==> src/rtl/icrs_pkg.sv <==
package icrs_pkg;

   // Sweep sequencer states; the order of states is the order of a sweep.
   typedef enum logic [2:0] {
      ST_IDLE  = 3'd0,
      ST_DRAIN = 3'd1,
      ST_MASK  = 3'd2,
      ST_ISSUE = 3'd3,
      ST_WAIT  = 3'd4,
      ST_DONE  = 3'd5
   } sweep_state_t;

   // Width needed to hold a bit count of a vector that is n bits wide.
   function automatic int unsigned count_w(input int unsigned n);
      return $clog2(n + 1);
   endfunction

endpackage

==> src/rtl/icrs_req_front.sv <==
// Request front end: forms the sweep base and limit from the request.
// The limit is one bit wider than an address so a range can end at 2^AW.
module icrs_req_front #(
   parameter int unsigned AW        = 32,
   parameter int unsigned PAGE_LOG2 = 12,
   parameter bit          PAGE_EN   = 1'b1
) (
   input  logic          req_page,
   input  logic [AW-1:0] req_lo,
   input  logic [AW-1:0] req_hi,
   output logic [AW-1:0] base,
   output logic [AW:0]   limit,
   output logic          empty
);

   localparam logic [AW-1:0] PAGE_LOW  = (AW'(1) << PAGE_LOG2) - AW'(1);
   localparam logic [AW:0]   PAGE_SPAN = (AW+1)'(1) << PAGE_LOG2;

   generate
      if (PAGE_LOG2 >= AW) begin : g_bad_page
         $error("icrs_req_front: PAGE_LOG2 must be below AW");
      end

      if (PAGE_EN) begin : g_page
         logic [AW-1:0] page_base;
         assign page_base = req_lo & ~PAGE_LOW;
         always_comb begin
            if (req_page) begin
               base  = page_base;
               limit = {1'b0, page_base} + PAGE_SPAN;
            end else begin
               base  = req_lo;
               limit = {1'b0, req_hi};
            end
         end
      end else begin : g_range_only
         logic page_unused;
         assign page_unused = req_page;
         always_comb begin
            base  = req_lo;
            limit = {page_unused & 1'b0, req_hi};
         end
      end
   endgenerate

   // An end at or below the start leaves nothing to invalidate.
   assign empty = (limit <= {1'b0, base});

endmodule

==> src/rtl/icrs_span_calc.sv <==
// Area size and mask from the latched range. The area is one line,
// doubled once for every significant bit of the spanned line count minus one.
module icrs_span_calc #(
   parameter int unsigned AW        = 32,
   parameter int unsigned LINE_LOG2 = 4
) (
   input  logic [AW-1:0] base,
   input  logic [AW:0]   limit,
   output logic [AW:0]   area,
   output logic [AW-1:0] mask
);

   localparam int unsigned BLW = icrs_pkg::count_w(AW + 1);

   logic [AW:0]    span_m1;
   logic [AW:0]    lines;
   logic [BLW-1:0] bitlen;

   generate
      if (LINE_LOG2 < 1 || LINE_LOG2 >= AW) begin : g_bad_line
         $error("icrs_span_calc: LINE_LOG2 out of range");
      end
   endgenerate

   assign span_m1 = limit - {1'b0, base} - (AW+1)'(1);
   assign lines   = span_m1 >> LINE_LOG2;

   // Position of the highest set bit plus one; zero for a zero count.
   always_comb begin
      bitlen = '0;
      for (int i = 0; i < AW + 1; i++) begin
         if (lines[i]) bitlen = BLW'(i + 1);
      end
   end

   always_comb begin
      area = (AW+1)'(1) << (LINE_LOG2 + int'(bitlen));
      mask = ~(area[AW-1:0] - AW'(1));
   end

endmodule

==> src/rtl/icrs_seq_ctrl.sv <==
// Sweep sequencer: busy drain, single mask write, stepped command issue.
module icrs_seq_ctrl
   import icrs_pkg::*;
#(
   parameter int unsigned AW      = 32,
   parameter int unsigned INV_BIT = 0
) (
   input  logic          clk,
   input  logic          rst_n,
   input  logic          req_valid,
   input  logic          cache_on,
   input  logic          empty,
   input  logic [AW-1:0] base_in,
   input  logic [AW:0]   limit_in,
   input  logic [AW:0]   area,
   input  logic [AW-1:0] mask,
   input  logic          eng_busy,
   output logic [AW-1:0] base_q,
   output logic [AW:0]   limit_q,
   output logic          mask_wr,
   output logic [AW-1:0] mask_val,
   output logic          cmd_wr,
   output logic [AW-1:0] cmd_val,
   output logic          irq_lock,
   output logic          done
);

   localparam logic [AW-1:0] INV_FLAG = AW'(1) << INV_BIT;

   sweep_state_t  st;
   logic [AW-1:0] addr_q;
   logic [AW:0]   step;
   logic          more;

   generate
      if (INV_BIT >= AW) begin : g_bad_flag
         $error("icrs_seq_ctrl: INV_BIT outside the address word");
      end
   endgenerate

   assign step = {1'b0, addr_q} + area;
   assign more = (step < limit_q);

   always_ff @(posedge clk) begin
      if (!rst_n) begin
         st      <= ST_IDLE;
         base_q  <= '0;
         limit_q <= '0;
         addr_q  <= '0;
      end else begin
         unique case (st)
            ST_IDLE: begin
               if (req_valid) begin
                  base_q  <= base_in;
                  limit_q <= limit_in;
                  st      <= (!cache_on || empty) ? ST_DONE : ST_DRAIN;
               end
            end
            ST_DRAIN: begin
               if (!eng_busy) st <= ST_MASK;
            end
            ST_MASK: begin
               addr_q <= base_q & mask;
               st     <= ST_ISSUE;
            end
            ST_ISSUE: begin
               st <= ST_WAIT;
            end
            ST_WAIT: begin
               if (!eng_busy) begin
                  if (more) begin
                     addr_q <= step[AW-1:0];
                     st     <= ST_ISSUE;
                  end else begin
                     st <= ST_DONE;
                  end
               end
            end
            ST_DONE: begin
               st <= ST_IDLE;
            end
            default: st <= ST_IDLE;
         endcase
      end
   end

   always_comb begin
      mask_wr  = (st == ST_MASK);
      mask_val = mask;
      cmd_wr   = (st == ST_ISSUE);
      cmd_val  = addr_q | INV_FLAG;
      irq_lock = (st == ST_DRAIN) || (st == ST_MASK) ||
                 (st == ST_ISSUE) || (st == ST_WAIT);
      done     = (st == ST_DONE);
   end

   // a disabled cache turns the request straight into completion.
   a_r1_skip_when_off: assert property (@(posedge clk) disable iff (!rst_n)
      (st == ST_IDLE && req_valid && !cache_on) |=> (done && !irq_lock));

   // the mask is written only after busy was seen low.
   a_r4_mask_after_drain: assert property (@(posedge clk) disable iff (!rst_n)
      mask_wr |-> $past(!eng_busy));

   // no command leaves while the engine still reports busy.
   a_r6_hold_while_busy: assert property (@(posedge clk) disable iff (!rst_n)
      (st == ST_WAIT && eng_busy) |=> !cmd_wr);

   // every command address lies below the end of the range.
   a_r6_cmd_below_end: assert property (@(posedge clk) disable iff (!rst_n)
      cmd_wr |-> ({1'b0, addr_q} < limit_q));

   // each command address sits on an area boundary.
   a_r3_cmd_on_area: assert property (@(posedge clk) disable iff (!rst_n)
      cmd_wr |-> ((addr_q & (area[AW-1:0] - AW'(1))) == '0));

   // every engine write happens under the lock.
   a_r8_lock_on_write: assert property (@(posedge clk) disable iff (!rst_n)
      (cmd_wr || mask_wr) |-> irq_lock);

   // completion is a single-cycle pulse.
   a_r9_done_single: assert property (@(posedge clk) disable iff (!rst_n)
      done |=> !done);

endmodule

==> src/rtl/icache_sweep_seq.sv <==
// Instruction cache range invalidation sequencer, top level.
module icache_sweep_seq #(
   parameter int unsigned AW        = 32,
   parameter int unsigned LINE_LOG2 = 4,
   parameter int unsigned PAGE_LOG2 = 12,
   parameter bit          PAGE_EN   = 1'b1,
   parameter int unsigned INV_BIT   = 0
) (
   input  logic          clk,
   input  logic          rst_n,
   input  logic          req_valid,
   input  logic          req_page,
   input  logic [AW-1:0] req_lo,
   input  logic [AW-1:0] req_hi,
   input  logic          cache_on,
   input  logic          eng_busy,
   output logic          mask_wr,
   output logic [AW-1:0] mask_val,
   output logic          cmd_wr,
   output logic [AW-1:0] cmd_val,
   output logic          irq_lock,
   output logic          done
);

   generate
      if (INV_BIT >= LINE_LOG2) begin : g_bad_flag
         $error("icache_sweep_seq: invalidate flag must sit inside the line offset");
      end
      if (PAGE_LOG2 < LINE_LOG2) begin : g_bad_page
         $error("icache_sweep_seq: a page must hold at least one line");
      end
   endgenerate

   logic [AW-1:0] fr_base;
   logic [AW:0]   fr_limit;
   logic          fr_empty;
   logic [AW-1:0] lat_base;
   logic [AW:0]   lat_limit;
   logic [AW:0]   sp_area;
   logic [AW-1:0] sp_mask;

   icrs_req_front #(
      .AW        (AW),
      .PAGE_LOG2 (PAGE_LOG2),
      .PAGE_EN   (PAGE_EN)
   ) u_front (
      .req_page (req_page),
      .req_lo   (req_lo),
      .req_hi   (req_hi),
      .base     (fr_base),
      .limit    (fr_limit),
      .empty    (fr_empty)
   );

   icrs_span_calc #(
      .AW        (AW),
      .LINE_LOG2 (LINE_LOG2)
   ) u_span (
      .base  (lat_base),
      .limit (lat_limit),
      .area  (sp_area),
      .mask  (sp_mask)
   );

   icrs_seq_ctrl #(
      .AW      (AW),
      .INV_BIT (INV_BIT)
   ) u_seq (
      .clk       (clk),
      .rst_n     (rst_n),
      .req_valid (req_valid),
      .cache_on  (cache_on),
      .empty     (fr_empty),
      .base_in   (fr_base),
      .limit_in  (fr_limit),
      .area      (sp_area),
      .mask      (sp_mask),
      .eng_busy  (eng_busy),
      .base_q    (lat_base),
      .limit_q   (lat_limit),
      .mask_wr   (mask_wr),
      .mask_val  (mask_val),
      .cmd_wr    (cmd_wr),
      .cmd_val   (cmd_val),
      .irq_lock  (irq_lock),
      .done      (done)
   );

   // an empty range never reaches the engine.
   a_r2_empty_skips: assert property (@(posedge clk) disable iff (!rst_n)
      (!irq_lock && req_valid && fr_empty && !done) |=> !irq_lock);

endmodule

==> config.mk <==
export PLATFORM = sky130hd
export DESIGN_NAME = icache_sweep_seq
export DESIGN_NICKNAME = d
export VERILOG_FILES = /design/src/rtl/icrs_pkg.sv /design/src/rtl/icrs_req_front.sv /design/src/rtl/icrs_span_calc.sv /design/src/rtl/icrs_seq_ctrl.sv /design/src/rtl/icache_sweep_seq.sv
export SDC_FILE = /design/constraint.sdc
export NUM_CORES = 1
export LEC_CHECK = 0
export BUFFER_PORTS_ARGS = -buffer_cell sky130_fd_sc_hd__buf_2
export CORE_MARGIN = 8
export CORE_UTILIZATION = 30
export CTS_BUF_LIST = sky130_fd_sc_hd__clkbuf_4
export CTS_CLUSTER_SIZE = 14
export DETAILED_ROUTE_END_ITERATION = 8
export PLACE_DENSITY = 0.55
export SLEW_MARGIN = 10
export SYNTH_ARGS = -nofsm -noshare
export SYNTH_HDL_FRONTEND = slang
export SYNTH_SLANG_ARGS = --single-unit
export TNS_END_PERCENT = 30
==> constraint.sdc <==
create_clock -name clk -period 14.65 [get_ports clk]
set_input_delay 1.465 -clock clk [delete_from_list [all_inputs] [get_ports clk]]
set_output_delay 1.465 -clock clk [all_outputs]
set_load 0.02 [all_outputs]
Word-level counts from Yosys, hierarchy flattened

Index checks and enable logic that the tools add are counted.

Flip-flop bits (word level): 100
Input bits: 70
Output and inout bits: 68
Logic and storage cells: 74

Add/sub/neg operators: 6
Magnitude comparators: 2
Equality and inequality tests: 9
Shift-type cells: 1
Mux-type cells: 40
Bitwise gates (word level): 2
Reduce and logical (&&, ||, !) cells: 10

Operator list:

| kind                   | count |
|---|---|
| $mux 6                 | 28 |
| $mux 32                | 2 |
| $pmux 32 s2            | 1 |
| $add 32x13->33 const B | 1 |
| $add 32x33->33         | 1 |
| $le 33x32->1           | 1 |
| $lt 33x33->1           | 1 |
| $mux 33                | 1 |
| $shl 1x32->33 const A  | 1 |
| $sub 33x1->33 const B  | 1 |
| $sub 33x32->33         | 1 |
| $and 32x32->32         | 1 |
| $not 32->32            | 1 |
| $sub 32x1->32 const B  | 1 |
| $mux 3                 | 5 |
| $pmux 3 s5             | 1 |
| $mux 12                | 1 |
| $add 3x6->7 const A    | 1 |
| $eq 3x2->1 const B     | 2 |
| $eq 3x3->1 const B     | 2 |
| $ne 2x2->1 const B     | 3 |
| $reduce_and 3->1       | 2 |
| $logic_or 1x1->1       | 4 |
| $eq 3x1->1 const B     | 1 |
| 6 further kinds        | 6 |

Logic depth before layout (Yosys ltp)

Depth in word-level cells: 38
Depth in mapped cells: 49
Mapped depth without buffers: 44

Hierarchy

A second synthesis with hierarchy kept.

Cells, all modules: 1711
Area, all modules: 12251.8 um2

Modules (own cells, without submodules):

| module         | instances | cells each | area an instance (um2) | sequential area each (um2) |
|---|---|---|---|---|
| icrs_seq_ctrl  | 1         | 882        | 6776.5                 | 2001.9 |
| icrs_span_calc | 1         | 578        | 3774.9                 | 0.0 |
| icrs_req_front | 1         | 251        | 1700.4                 | 0.0 |

Worst setup path before layout

Ideal clock, no wire load.

Kind: register -> register
Start point: register u_seq.base_q[10]
End point: register u_seq.addr_q[12]
Setup time: 0.137 ns
Data arrival time: 9.013 ns
Required time: 14.513 ns
Slack: 5.501 ns
Stages on the path, launching flop included: 47
Buffers on the path: 4
Period minus slack after synthesis: 9.149 ns
Cells stage by stage: dfxtp_1 inv_1 ha_1 o21a_1 o21a_1 a32o_1 o2111ai_2 a21oi_1 or4_4 and4_1 buf_6 a21boi_2 nor2_1 inv_1 ha_1 inv_1 and3_1 and3_4 [... 11 more ...] a211oi_1 a211oi_1 o21ai_0 o31a_1 o211ai_1 a31o_2 a21oi_1 a21o_1 a21oi_1 xor2_1 ha_1 a21oi_1 nand2_1 o31a_1 o31ai_1 clkbuf_1 clkbuf_1 a31oi_1

Word-level cells in the longest chain between the ends: 31
Elaborated cells between the ends (all ways): 37
Classes of those cells: 5 x add/sub; 1 x order compare; 1 x eq/ne; 1 x shift; 26 x mux; 2 x bitwise; 1 x reduce/logical

Ends and longest elaborated chain:

| element                                                          | RTL line                                  | source |
|---|---|---|
| start, declared                                                  | icrs_seq_ctrl.sv:18                       | `output logic [AW-1:0] base_q,` |
| start signal, assigned                                           | icrs_seq_ctrl.sv:54                       | `base_q <= base_in;` |
| $sub 33x32->33 *                                                 | icrs_span_calc.sv:25                      | `assign span_m1 = limit - {1'b0, base} - (AW+1)'(1);` |
| $sub 33x1->33 *                                                  | icrs_span_calc.sv:25                      |  |
| $mux 6 (22 in series)                                            | icrs_span_calc.sv:32                      | `if (lines[i]) bitlen = BLW'(i + 1);` |
| $mux 6 *                                                         | icrs_span_calc.sv:32                      |  |
| $add 3x6->7 *                                                    | icrs_span_calc.sv:37                      | `area = (AW+1)'(1) << (LINE_LOG2 + int'(bitlen));` |
| $shl 1x32->33 *                                                  | icrs_span_calc.sv:37                      |  |
| $add 32x33->33 or $sub 32x1->32 (tied branches)                  | icrs_seq_ctrl.sv:41, icrs_span_calc.sv:38 |  |
| $lt 33x33->1, or another cell as far along                       | icrs_seq_ctrl.sv:42                       | `assign more = (step < limit_q);` |
| $ne 2x1->1 (no source line), or another cell as far along        | n/a                                       |  |
| $reduce_and 3->1 (no source line) or $pmux 32 s2 (tied branches) | n/a                                       |  |
| end signal, assigned                                             | icrs_seq_ctrl.sv:63                       | `addr_q <= base_q & mask;` |
| end signal, assigned                                             | icrs_seq_ctrl.sv:72                       | `addr_q <= step[AW-1:0];` |
| end, declared                                                    | icrs_seq_ctrl.sv:31                       | `logic [AW-1:0] addr_q;` |

Mark *: on every way between the ends. The rest lies on a longest branch, timed or not. The select of a mux whose other input is x is not followed.
A chain may end at the register's enable or synchronous reset.

Worst setup path after layout

Start point: register u_seq.base_q[5]
End point: register u_seq.addr_q[27]

Word-level cells in the longest chain between the ends: 36
Elaborated cells between the ends (all ways): 42
Classes of those cells: 5 x add/sub; 1 x order compare; 1 x eq/ne; 1 x shift; 31 x mux; 2 x bitwise; 1 x reduce/logical

Ends and longest elaborated chain:

| element                                                          | RTL line |
|---|---|
| $sub 33x32->33 *                                                 | icrs_span_calc.sv:25 |
| $sub 33x1->33 *                                                  | icrs_span_calc.sv:25 |
| $mux 6 (27 in series)                                            | icrs_span_calc.sv:32 |
| $mux 6 *                                                         | icrs_span_calc.sv:32 |
| $add 3x6->7 *                                                    | icrs_span_calc.sv:37 |
| $shl 1x32->33 *                                                  | icrs_span_calc.sv:37 |
| $add 32x33->33 or $sub 32x1->32 (tied branches)                  | icrs_seq_ctrl.sv:41, icrs_span_calc.sv:38 |
| $lt 33x33->1, or another cell as far along                       | icrs_seq_ctrl.sv:42 |
| $ne 2x1->1 (no source line), or another cell as far along        | n/a |
| $reduce_and 3->1 (no source line) or $pmux 32 s2 (tied branches) | n/a |

Marks and branches as above.

==> flow_metrics.tcl <==
set metrics [dict create \
    tritoncts "done" \
    insertion_delay_ps 530 \
    post_route_cells_drive_above_1_share 0.127 \
    ioPinCount 138 \
    outcome "completed" \
    cts_hold_buf 0 \
    max_slew.worst_pin.slew_ps 1030 \
    power.density_cell_area_nw_per_um2 243 \
    synth-adder-area-share 0.142 \
    leakage_dissipation_nw 5.40 \
    post-cts-setup-buffer-count 0 \
    timing.final.hold_violations 0 \
    maxCapViolations 0 \
    fp.dieArea_um2 45100 \
    grt_setup_unrepaired "no" \
    power.ir.vdd_worst_mv 0.188 \
    drt_first_pass_iters 6 \
    synth_area_in_compound_gates 0.272 \
    route.vias.total 11938 \
    die_h_um 212 \
    sequential_cell_area_um2 2000 \
    yosys_warnings 0 \
    antenna_violations_before_repair 0 \
    hold_path_depth 2 \
    worst-setup-path-type "reg -> reg" \
    intPower_w 0.00120 \
    avgSynthCellArea_um2 7.10 \
    ys_seq_area_frac 0.173 \
    netSwitchingPower_w 0.00185 \
    power_frac_clock 0.051 \
    placementRows 72 \
    critPathLaunchType "register" \
    die-width_um 212 \
    via_per_inst 5.43 \
    grt_start_max_net_pins 80 \
    area_occupied_by_multi_input_gates_um2 8580 \
    worstSetupEndpointType "register" \
    core-area_um2 38400 \
    drt_wl_total_um 42800 \
    post_synth_instance_area_um2 11600 \
    arrival_ps 11110 \
    synthMuxAreaShare 0.0121 \
    post_synth_and_or_nand_nor_area_fraction 0.263 \
    antenna_diode_instance_count 0 \
    rr_worst_depth 41 \
    synth_top_area_cell "dfxtp_1" \
    finish.net_count 1877 \
    clock-root-buffer "clkbuf_4" \
    dpl_worst_slack_ps 4130 \
    worst_ep_required_time_ps 15110 \
    dp_hpwl_um 34700 \
    fill_cells 4307 \
    cts.path.max_buffers 2 \
    share_seq_of_total_power 0.135 \
    hp-class "reg -> reg" \
    fraction_of_registers_with_async_set_reset 0 \
    crit_top_cell "inv_1" \
    path_max_fanout 64 \
    first_global_vias 11643 \
    max_slew_margin 0.305 \
    final_instance_area_um2 12600 \
    ys_seq_elements 100 \
    grt_first_pass_wirelength_um 66800 \
    final.min_clock_period_ps 10650 \
    timing.final.setup_violations 0 \
    synth_cell_type_count 96 \
    floorplan.initialDensity 0.302 \
    cp_slowest_stage_delay_ps 650 \
    layout_setup_ws_ps 4000 \
    layout.cells.non_filler 2199 \
    drtIter0Drc 844 \
    synth_ff_type "dfxtp_1" \
    synth-xor-area-share 0.0492 \
    synth_edf_count 0 \
    all_layer_global_routing_usage 0.187 \
    cts_resized 0 \
    cts-htree-levels 3 \
    synth_largest_type_area_fraction 0.173 \
    area.growth.synth_to_final_pct 8.45 \
    place.gp.congestion 0.933 \
    post_synth_inst_count 1630 \
    cts_num_sinks 100 \
    fin_worst_skew_ps 26.7 \
    crit_slowest_cell "ha_1" \
    power_frac_comb 0.813 \
    layout.core_utilization 0.327 \
    detail-route-antenna-nets 0 \
    timing.fmax_mhz 93.9 \
    ys_top_cells_by_area "dfxtp_1 17%, ha_1 14%, nand2_1 6.6%" \
    swShare 0.607 \
    finalCritPeriodShare 0.727 \
    synth_top_family_by_area "compound AO/OA/AOI/OAI gates" \
    synthesis.nets 1831 \
    drc_errors 0 \
    total_negative_setup_slacks_ps 0 \
    final_number_of_max_transition_violations 0 \
    overflow 0 \
    clk_pin_slew_worst_paths_ps 190 \
    placement.io_buffers 136 \
    tritoncts.num_buffers 9 \
    avgRoutedWirePerCell_um 19.5 \
    placed_cells_incl_taps 2183 \
    detailed_place.area_um2 12400 \
]
## placed cells by master, fill, tap and decap left out, types with 6 or more instances in the layout
master and count:
ha_1 130, clkbuf_4 10, or3_1 13, a311oi_1 10
o2111ai_1 7, a21oi_1 145, and3_1 10, xor2_1 14
nor3_1 30, xnor2_1 51, a2111oi_0 6, buf_4 8
dfxtp_1 100, a31oi_1 25, and2_1 31, a211o_1 6
o21bai_1 6, o21ai_0 85, o211ai_1 22, inv_1 118
or2_2 6, nand2_1 204, a31o_2 6, mux2i_1 8
nor2b_1 29, a211oi_1 13, o21a_1 29, nor2_1 133
a21o_1 28, nand4_1 32, nor4_1 12, nand2b_1 25
nand3_1 56, or4_1 7, buf_2 136, o211a_1 7
## sequential cells by signal, summed over array words and instances (netlist names)
signal	flops
u_seq.base_q	32
u_seq.addr_q	32
u_seq.st	3
u_seq.limit_q	33
## routing by layer
| layer | vias up | share of wire | track usage |
|---|---|---|---|
| met5 | - | 0 | 0 |
| met4 | 0 | 0.029 | 0.0574 |
| met3 | 50 | 0.064 | 0.0298 |
| met2 | 372 | 0.45 | 0.302 |
| met1 | 5602 | 0.46 | 0.253 |
| li1 | 5914 | - | - |
## synthesized netlist by cell type, types with 5 or more instances
cell         n
a2111oi_0    6
a211o_1      6
a211oi_1    13
a21o_1      28
a21oi_1    145
a311oi_1    10
a31o_2       6
a31oi_1     25
a41oi_1      5
and2_1      31
and3_1      10
buf_2        5
buf_4       35
clkbuf_1    65
dfxtp_1    100
ha_1       130
inv_1      118
mux2i_1      8
nand2_1    204
nand2b_1    25
nand3_1     57
nand3b_1     5
nand4_1     32
nor2_1     133
nor2b_1     29
nor3_1      32
nor4_1      12
o2111ai_1    7
o211a_1      7
o211ai_1    22
o21a_1      29
o21ai_0     85
o21bai_1     6
o31a_1       5
o31ai_1      6
or2_2        6
or3_1       13
or4_1        7
xnor2_1     51
xor2_1      14
## critical path: cells and delay by family, from the launching register on
kind	cells	cell delay, ps
fa+ha+maj	5	1770
buf+inv	6	1280
simple gates	6	1050
xor+xnor	2	620
compound gates	22	5440
flops	1	400
## cell type report
cell class	count	share of cell area
Tap cell	518	0.0516
Clock buffer	10	0.00598
Clock inverter	6	0.00438
Inverter	121	0.0362
Sequential cell	100	0.159
Timing Repair Buffer	144	0.0590
Multi-Input combinational cell	1300	0.684
## stage by stage
step	hold slack, ps	power, W
4_1_cts	470	0.00303
6_report	470	0.00305
3_3_place_gp	447	0.00285
5_1_grt	492	0.00329
3_5_place_dp	450	0.00286
2_1_floorplan	436	0.00219
## power groups by stage
stage	Sequential (W)	Clock, W	Combinational [W]
finish	0.000413	0.000157	0.00248
global route	0.000423	0.000173	0.00269
CTS	0.000414	0.000164	0.00245
detailed placement	0.000420	0	0.00244
global placement	0.000418	0	0.00243
floorplan	0.000383	0	0.00181
## path summary, 6_finish.rpt
path,startpoint,endpoint,slack [ps]
worst min register to register,u_seq.base_q[16],u_seq.base_q[16],470
worst max register to register,u_seq.base_q[5],u_seq.addr_q[27],4000
worst max-delay path,u_seq.base_q[5],u_seq.addr_q[27],4000
worst min-delay path,u_seq.base_q[16],u_seq.base_q[16],470
## cell families (layout without fill, tap and decap cells)
| logic type | Yosys count | in the layout |
|---|---|---|
| XOR/XNOR | 65 | 65 |
| AO/OA/AOI/OAI | 468 | 468 |
| flip-flops | 100 | 100 |
| AND/OR/NAND/NOR | 622 | 622 |
| other | 1 | 1 |
| adder cells (fa/ha/maj) | 131 | 131 |
| multiplexers | 13 | 13 |
| buffers and inverters | 230 | 281 |
Note: power is estimated with default switching activity, not from simulation.
